**config.mk**
```make
export PLATFORM = sky130hd
export DESIGN_NAME = pgwr_commit
export DESIGN_NICKNAME = d
export VERILOG_FILES = /design/src/rtl/pgwr_pkg.sv /design/src/rtl/pgwr_store.sv /design/src/rtl/pgwr_hold_timer.sv /design/src/rtl/pgwr_commit.sv
export SDC_FILE = /design/constraint.sdc
export NUM_CORES = 2
export LEC_CHECK = 0
export BUFFER_PORTS_ARGS = -buffer_cell sky130_fd_sc_hd__buf_2
export CORE_ASPECT_RATIO = 0.7
export CORE_UTILIZATION = 57
export DETAILED_ROUTE_END_ITERATION = 10
export GPL_TIMING_DRIVEN = 0
export PLACE_DENSITY_LB_ADDON = 0.1
export SLEW_MARGIN = 15
export SYNTH_ARGS = -nofsm -noshare
export SYNTH_HDL_FRONTEND = slang
export SYNTH_SLANG_ARGS = --single-unit
```
**constraint.sdc**
```tcl
create_clock -name clk -period 2.7 [get_ports clk]
set_input_delay 0.27 -clock clk [delete_from_list [all_inputs] [get_ports clk]]
set_output_delay 0.27 -clock clk [all_outputs]
set_load 0.05 [all_outputs]
```
**src/rtl/pgwr_pkg.sv**
```systemverilog
package pgwr_pkg;
  typedef enum logic [1:0] {
    PW_IDLE = 2'd0,
    PW_FILL = 2'd1,
    PW_SCAN = 2'd2,
    PW_HOLD = 2'd3
  } pw_state_t;
endpackage

```
**src/rtl/pgwr_store.sv**
```systemverilog
module pgwr_store #(
  parameter int OFF_W  = 8,
  parameter int DATA_W = 8
) (
  input  logic              clk,
  input  logic              rst_n,
  input  logic              lock,
  input  logic              clr,
  input  logic              wr_en,
  input  logic [OFF_W-1:0]  wr_off,
  input  logic [DATA_W-1:0] wr_data,
  input  logic [OFF_W-1:0]  rd_off,
  output logic [DATA_W-1:0] rd_data,
  output logic              rd_valid
);
  localparam int DEPTH = 1 << OFF_W;

  logic [DATA_W-1:0] slot_q [DEPTH];
  logic [DEPTH-1:0]  filled_q;

  always_ff @(posedge clk) begin
    if (wr_en) slot_q[wr_off] <= wr_data;
  end

  always_ff @(posedge clk or negedge rst_n) begin
    if (!rst_n)      filled_q <= '0;
    else if (clr)    filled_q <= '0;
    else if (wr_en)  filled_q[wr_off] <= 1'b1;
  end

  assign rd_data  = slot_q[rd_off];
  assign rd_valid = filled_q[rd_off];

  // the mask cannot move while the block is busy
  assert_locked_mask_R7: assert property (@(posedge clk) disable iff (!rst_n)
    lock |=> $stable(filled_q));
  // a restart and a byte are never taken together
  assert_clr_excl_R12: assert property (@(posedge clk) disable iff (!rst_n)
    !(clr && wr_en));
endmodule

```
**src/rtl/pgwr_hold_timer.sv**
```systemverilog
module pgwr_hold_timer #(
  parameter int CYCLES = 250000
) (
  input  logic clk,
  input  logic rst_n,
  input  logic load,
  input  logic run,
  output logic expired
);
  localparam int CW = (CYCLES > 1) ? $clog2(CYCLES) : 1;

  logic [CW-1:0] cnt_q;

  always_ff @(posedge clk or negedge rst_n) begin
    if (!rst_n)                      cnt_q <= '0;
    else if (load)                   cnt_q <= CW'(CYCLES - 1);
    else if (run && cnt_q != '0)     cnt_q <= cnt_q - 1'b1;
  end

  assign expired = (cnt_q == '0);

  // the wait window shrinks by exactly one per clock
  assert_count_down_R6: assert property (@(posedge clk) disable iff (!rst_n)
    (run && !load && !expired) |=> (cnt_q == $past(cnt_q) - 1'b1));
endmodule

```
**src/rtl/pgwr_commit.sv**
```systemverilog
module pgwr_commit
  import pgwr_pkg::*;
#(
  parameter int ADDR_W     = 17,
  parameter int OFF_W      = 8,
  parameter int DATA_W     = 8,
  parameter int TWR_CYCLES = 250000
) (
  input  logic              clk,
  input  logic              rst_n,
  input  logic              start_in,
  input  logic [ADDR_W-1:0] hdr_addr,
  input  logic              byte_vld,
  input  logic [DATA_W-1:0] byte_data,
  input  logic              stop_in,
  input  logic              wp_in,
  output logic              mem_we,
  output logic [ADDR_W-1:0] mem_addr,
  output logic [DATA_W-1:0] mem_wdata,
  output logic              busy
);
  localparam int PAGE_W = ADDR_W - OFF_W;

  function automatic logic [OFF_W-1:0] step_off(input logic [OFF_W-1:0] o);
    return o + 1'b1;
  endfunction

  function automatic logic [ADDR_W-1:0] join_addr(input logic [PAGE_W-1:0] p,
                                                  input logic [OFF_W-1:0]  o);
    return {p, o};
  endfunction

  pw_state_t         state_q;
  logic [PAGE_W-1:0] page_q;
  logic [OFF_W-1:0]  ptr_q;
  logic [OFF_W-1:0]  idx_q;

  logic hdr_fire, byte_fire, stop_fire, scan_last, hold_done;
  logic slot_valid;
  logic [DATA_W-1:0] slot_data;

  assign busy      = (state_q == PW_SCAN) || (state_q == PW_HOLD);
  assign hdr_fire  = start_in && !busy;
  assign byte_fire = byte_vld && !start_in && (state_q == PW_FILL);
  assign stop_fire = stop_in && !start_in && !byte_vld && (state_q == PW_FILL);
  assign scan_last = (state_q == PW_SCAN) && (idx_q == '1);

  always_ff @(posedge clk or negedge rst_n) begin
    if (!rst_n) begin
      state_q <= PW_IDLE;
      page_q  <= '0;
      ptr_q   <= '0;
      idx_q   <= '0;
    end else begin
      unique case (state_q)
        PW_IDLE, PW_FILL: begin
          if (hdr_fire) begin
            state_q <= PW_FILL;
            page_q  <= hdr_addr[ADDR_W-1:OFF_W];
            ptr_q   <= hdr_addr[OFF_W-1:0];
          end else if (byte_fire) begin
            ptr_q <= step_off(ptr_q);
          end else if (stop_fire) begin
            state_q <= wp_in ? PW_IDLE : PW_SCAN;
            idx_q   <= '0;
          end
        end
        PW_SCAN: begin
          idx_q <= step_off(idx_q);
          if (scan_last) state_q <= PW_HOLD;
        end
        PW_HOLD: begin
          if (hold_done) state_q <= PW_IDLE;
        end
        default: state_q <= PW_IDLE;
      endcase
    end
  end

  pgwr_store #(.OFF_W(OFF_W), .DATA_W(DATA_W)) u_store (
    .clk      (clk),
    .rst_n    (rst_n),
    .lock     (busy),
    .clr      (hdr_fire),
    .wr_en    (byte_fire),
    .wr_off   (ptr_q),
    .wr_data  (byte_data),
    .rd_off   (idx_q),
    .rd_data  (slot_data),
    .rd_valid (slot_valid)
  );

  pgwr_hold_timer #(.CYCLES(TWR_CYCLES)) u_timer (
    .clk     (clk),
    .rst_n   (rst_n),
    .load    (scan_last),
    .run     (state_q == PW_HOLD),
    .expired (hold_done)
  );

  assign mem_we    = (state_q == PW_SCAN) && slot_valid && !wp_in;
  assign mem_addr  = join_addr(page_q, idx_q);
  assign mem_wdata = slot_data;

  // array untouched outside the busy window
  assert_idle_quiet_R5: assert property (@(posedge clk) disable iff (!rst_n)
    !busy |-> !mem_we);
  // protect input always wins over a pending write
  assert_wp_guard_R8: assert property (@(posedge clk) disable iff (!rst_n)
    wp_in |-> !mem_we);
  // page bits frozen across a commit
  assert_page_frozen_R1: assert property (@(posedge clk) disable iff (!rst_n)
    (busy && $past(busy)) |-> $stable(mem_addr[ADDR_W-1:OFF_W]));
  // scan walks the offsets one per clock
  assert_scan_step_R6: assert property (@(posedge clk) disable iff (!rst_n)
    ((state_q == PW_SCAN) && $past(state_q == PW_SCAN))
      |-> (mem_addr[OFF_W-1:0] == OFF_W'($past(mem_addr[OFF_W-1:0]) + 1'b1)));
  // quiet outputs once reset is released
  assert_reset_quiet_R10: assert property (@(posedge clk)
    $rose(rst_n) |-> (!busy && !mem_we));
endmodule

```
==> run metrics <==
status=finished with violations; failing checks=negative setup slack; Ys Warns=0; worst setup path class=reg -> out; Layout Cells excl Fill=7855; FF+latch count, synth=2349; CTS Sinks=2349; hpwl dp=252000 microns; synthesized area per cell=19.0 sq um; post-route ant nets=0; global-route wire length before repair=502000 microns; number of buffers added on ports=57; Cell Area, Synth=92700 sq um; critical-path cell list=buf_12 > buf_8 > buf_8 > buf_12 > mux4_2 > nand2_1 > o21ai_0 > o22ai_2 > nor3_1 > o211ai_1 > a21oi_4 > buf_6; via count=59500; Final Cycle Share=1.76; final hold vios=0; Syn Nets=4924; most common cell after layout, fill and taps aside=edfxtp_1; Leak=37.0 nW; Die Y=339 microns; startpoint types=flop; clk_skew=0.0310 ns; Max-Cap Viols=0; CTS buffer count=211; number of global-route vias before repair=52900; most frequent cells in the layout=2048 x edfxtp_1, 587 x mux4_2, 374 x nor2_1; VDD IR max=0.000835 V; initial core utilization=0.575; Max Slew Vio Count=0; switch share=0.366; initial drt markers=12900; Clock transition at path regs=0.07 ns; DR vias/cell=7.57; CP Max Fanout=10; measured slew at the worst slew-check pin=0.989 ns; DRC=0; critical path data arrival time=4.49 ns; Post-Syn Instances=4887; Post-synth EDFFs=2048; First-pass DRT Iterations=7; f_max=210 MHz; Synth-to-Final Area Change=22.3%; Yosys top cell area share=0.663; unique cell type count in the Yosys netlist=69; top_reg_cell synth=edfxtp_1; Async SR Flop Fraction=0.128; P_sw=0.0414 W; minimum clock period=4.76 ns; Worst EP required=2.43 ns; PD cells=996 nW/um^2; largest cells by area after synthesis=edfxtp_1 66%, mux4_2 14%, dfrtp_1 8.1%; Comb pwr share=0.372; post-synthesis sequential area ratio=0.745; core area=161000 sq um; GPL Wtd Cong=1.05; CTS tree=yes; DIE WIDTH=484 microns; final wirelength=393000 microns; die area=164000 sq um; sequential share of power=0.357; Rel. slew slack=0.341; Cell Count Post-Placement=7124; Slowest Stage Delay on Critical Path=0.52 ns; largest net degree at the start of global routing=133; Final TNS setup=-50.16 ns; flop2flop setup slack=-0.17 ns; RSZ-0062 raised after global routing=yes; wire per inst=50.0 microns; remaining global-route overflow=0; leading area contributor after synthesis=edfxtp_1; Setup WS pre-CTS=-3.27 ns; CTS H-tree depth=4; clock root buffer=clkbuf_16; share of cells above drive strength 1=0.360; min-delay worst type=in -> reg; gr usage total=0.478; PnR worst setup slack=-2.06 ns; Nets=5566; worst skew pair latency=0.87 ns; row count=123; initial antenna violation count=20; # IOs=58; Setup crit end kind=primary output; CTS Buffer Depth=3; Clk network pwr share=0.271; Setup violations, final=731; Internal=0.0716 W; Crit-path slowest cell=dfrtp_2
[per-stage QoR]
| stage | hold WS, ns | cell area (sq um) | total power [W] | utilization |
|---|---|---|---|---|
| final | 0.103 | 113000 | 0.113 | 0.704 |
| after global routing | 0.135 | 113000 | 0.113 | 0.704 |
| after CTS | 0.0474 | 111000 | 0.109 | 0.691 |
| after detailed placement | 0.286 | 97500 | 0.0731 | 0.605 |
| after global placement | 0.470 | 96100 | 0.0727 | 0.596 |
| after floorplan | -0.0256 | 93100 | 0.0564 | - |
[cell usage after synthesis (all sizes together) (4+ instances only)]
cell type  number
nor2b          22
and3           12
nand3b          4
xnor2          10
nand2         143
a21oi         253
mux4          587
o2111ai         6
nor3           35
a32o            4
a221oi          5
nand2b         12
o21ai          40
nor4           10
a31oi          16
a311oi          4
o211ai          5
mux2i         135
a211oi         16
and2            9
a2111oi         5
clkbuf        156
xor2            7
o22ai          21
nor2          650
nand4           5
mux2           21
ha              6
or2             4
edfxtp       2048
a22oi          83
buf           152
or4             6
dfrtp         301
nand3          44
inv             7
[power groups by stage]
stage / clock network [W] / logic (W) / registers [W]
after CTS: 0.0303 / 0.0380 / 0.0402
after global routing: 0.0316 / 0.0408 / 0.0403
after detailed placement: 0 / 0.0321 / 0.0410
after floorplan: 0 / 0.0153 / 0.0411
final: 0.0306 / 0.0421 / 0.0403
after global placement: 0 / 0.0315 / 0.0411
[registers in the layout, indices dropped and copies added (netlist names)]
| signal | flops |
|---|---|
| idx_q | 8 |
| page_q | 9 |
| ptr_q | 8 |
| state_q | 2 |
| u_store.filled_q | 256 |
| u_store.slot_q | 2048 |
| u_timer.cnt_q | 18 |
[path summary, 6_finish.rpt]
kind / end / startpoint / depth (start not counted)
worst max-delay path: mem_wdata[6] / idx_q[1]$_DFFE_PN0P_ / 12
worst min-delay path: idx_q[0]$_DFFE_PN0P_ / byte_vld / 5
worst max register to register: u_timer.cnt_q[1]$_DFFE_PN0P_ / idx_q[6]$_DFFE_PN0P_ / 4
worst min register to register: u_store.filled_q[242]$_DFFE_PN0P_ / u_store.filled_q[242]$_DFFE_PN0P_ / 2
max in group asynchronous: idx_q[3]$_DFFE_PN0P_ / rst_n / 6
min in group asynchronous: u_store.filled_q[241]$_DFFE_PN0P_ / rst_n / 3
[critical path, delay by kind of cell, from the launching register on]
kind / cells / cell delay (ns)
AO/OA/AOI/OAI: 4 / 1.16
flip-flops: 1 / 0.52
buffers and inverters: 5 / 1.25
AND/OR/NAND/NOR: 2 / 0.17
multiplexers: 1 / 0.40
[what timing repair did]
| action | 4_1_cts | 5_1_grt |
|---|---|---|
| cloned | 3 | 0 |
| pin swaps | 82 | 64 |
| resized for setup | 1172 | 156 |
| hold endpoints to repair | 421 | 0 |
| endpoints found under the setup margin | 2304 | 1521 |
| hold buffers | 32 | 0 |
| setup buffers | 179 | 107 |
[area by class of cell]
| cell class | instances | area (sq um) |
|---|---|---|
| antenna | 23 | 57.6 |
| buffer | 305 | 4020 |
| clock buffer | 277 | 5720 |
| clock inverter | 114 | 1100 |
| fill | 9875 | 47700 |
| inverter | 8 | 35.0 |
| multi-input combinational | 2222 | 25300 |
| sequential | 2349 | 69000 |
| tap | 2125 | 2660 |
| timing repair buffer | 432 | 5470 |
[cells by family (layout without fill, tap and decap cells)]
group,count (synthesis),after routing,synth area share
AOI/OAI and AO/OA,490,490,0.0324
xor gates and xnor gates,17,17,0.00161
adders and majority gates,6,6,0.000810
buffers and inverters,316,1136,0.0173
DFF,2349,2349,0.745
muxes,743,743,0.160
other,0,23,0
and+or+nand+nor,966,966,0.0435
[layer usage]
metal	up-vias	part of all wire	track usage
met5	-	0.0030	0.0136
met3	1299	0.20	0.294
met1	30600	0.34	0.636
li1	21000	-	-
met2	6547	0.38	0.590
met4	37	0.071	0.281
Note: power is estimated with default switching activity, not from simulation.
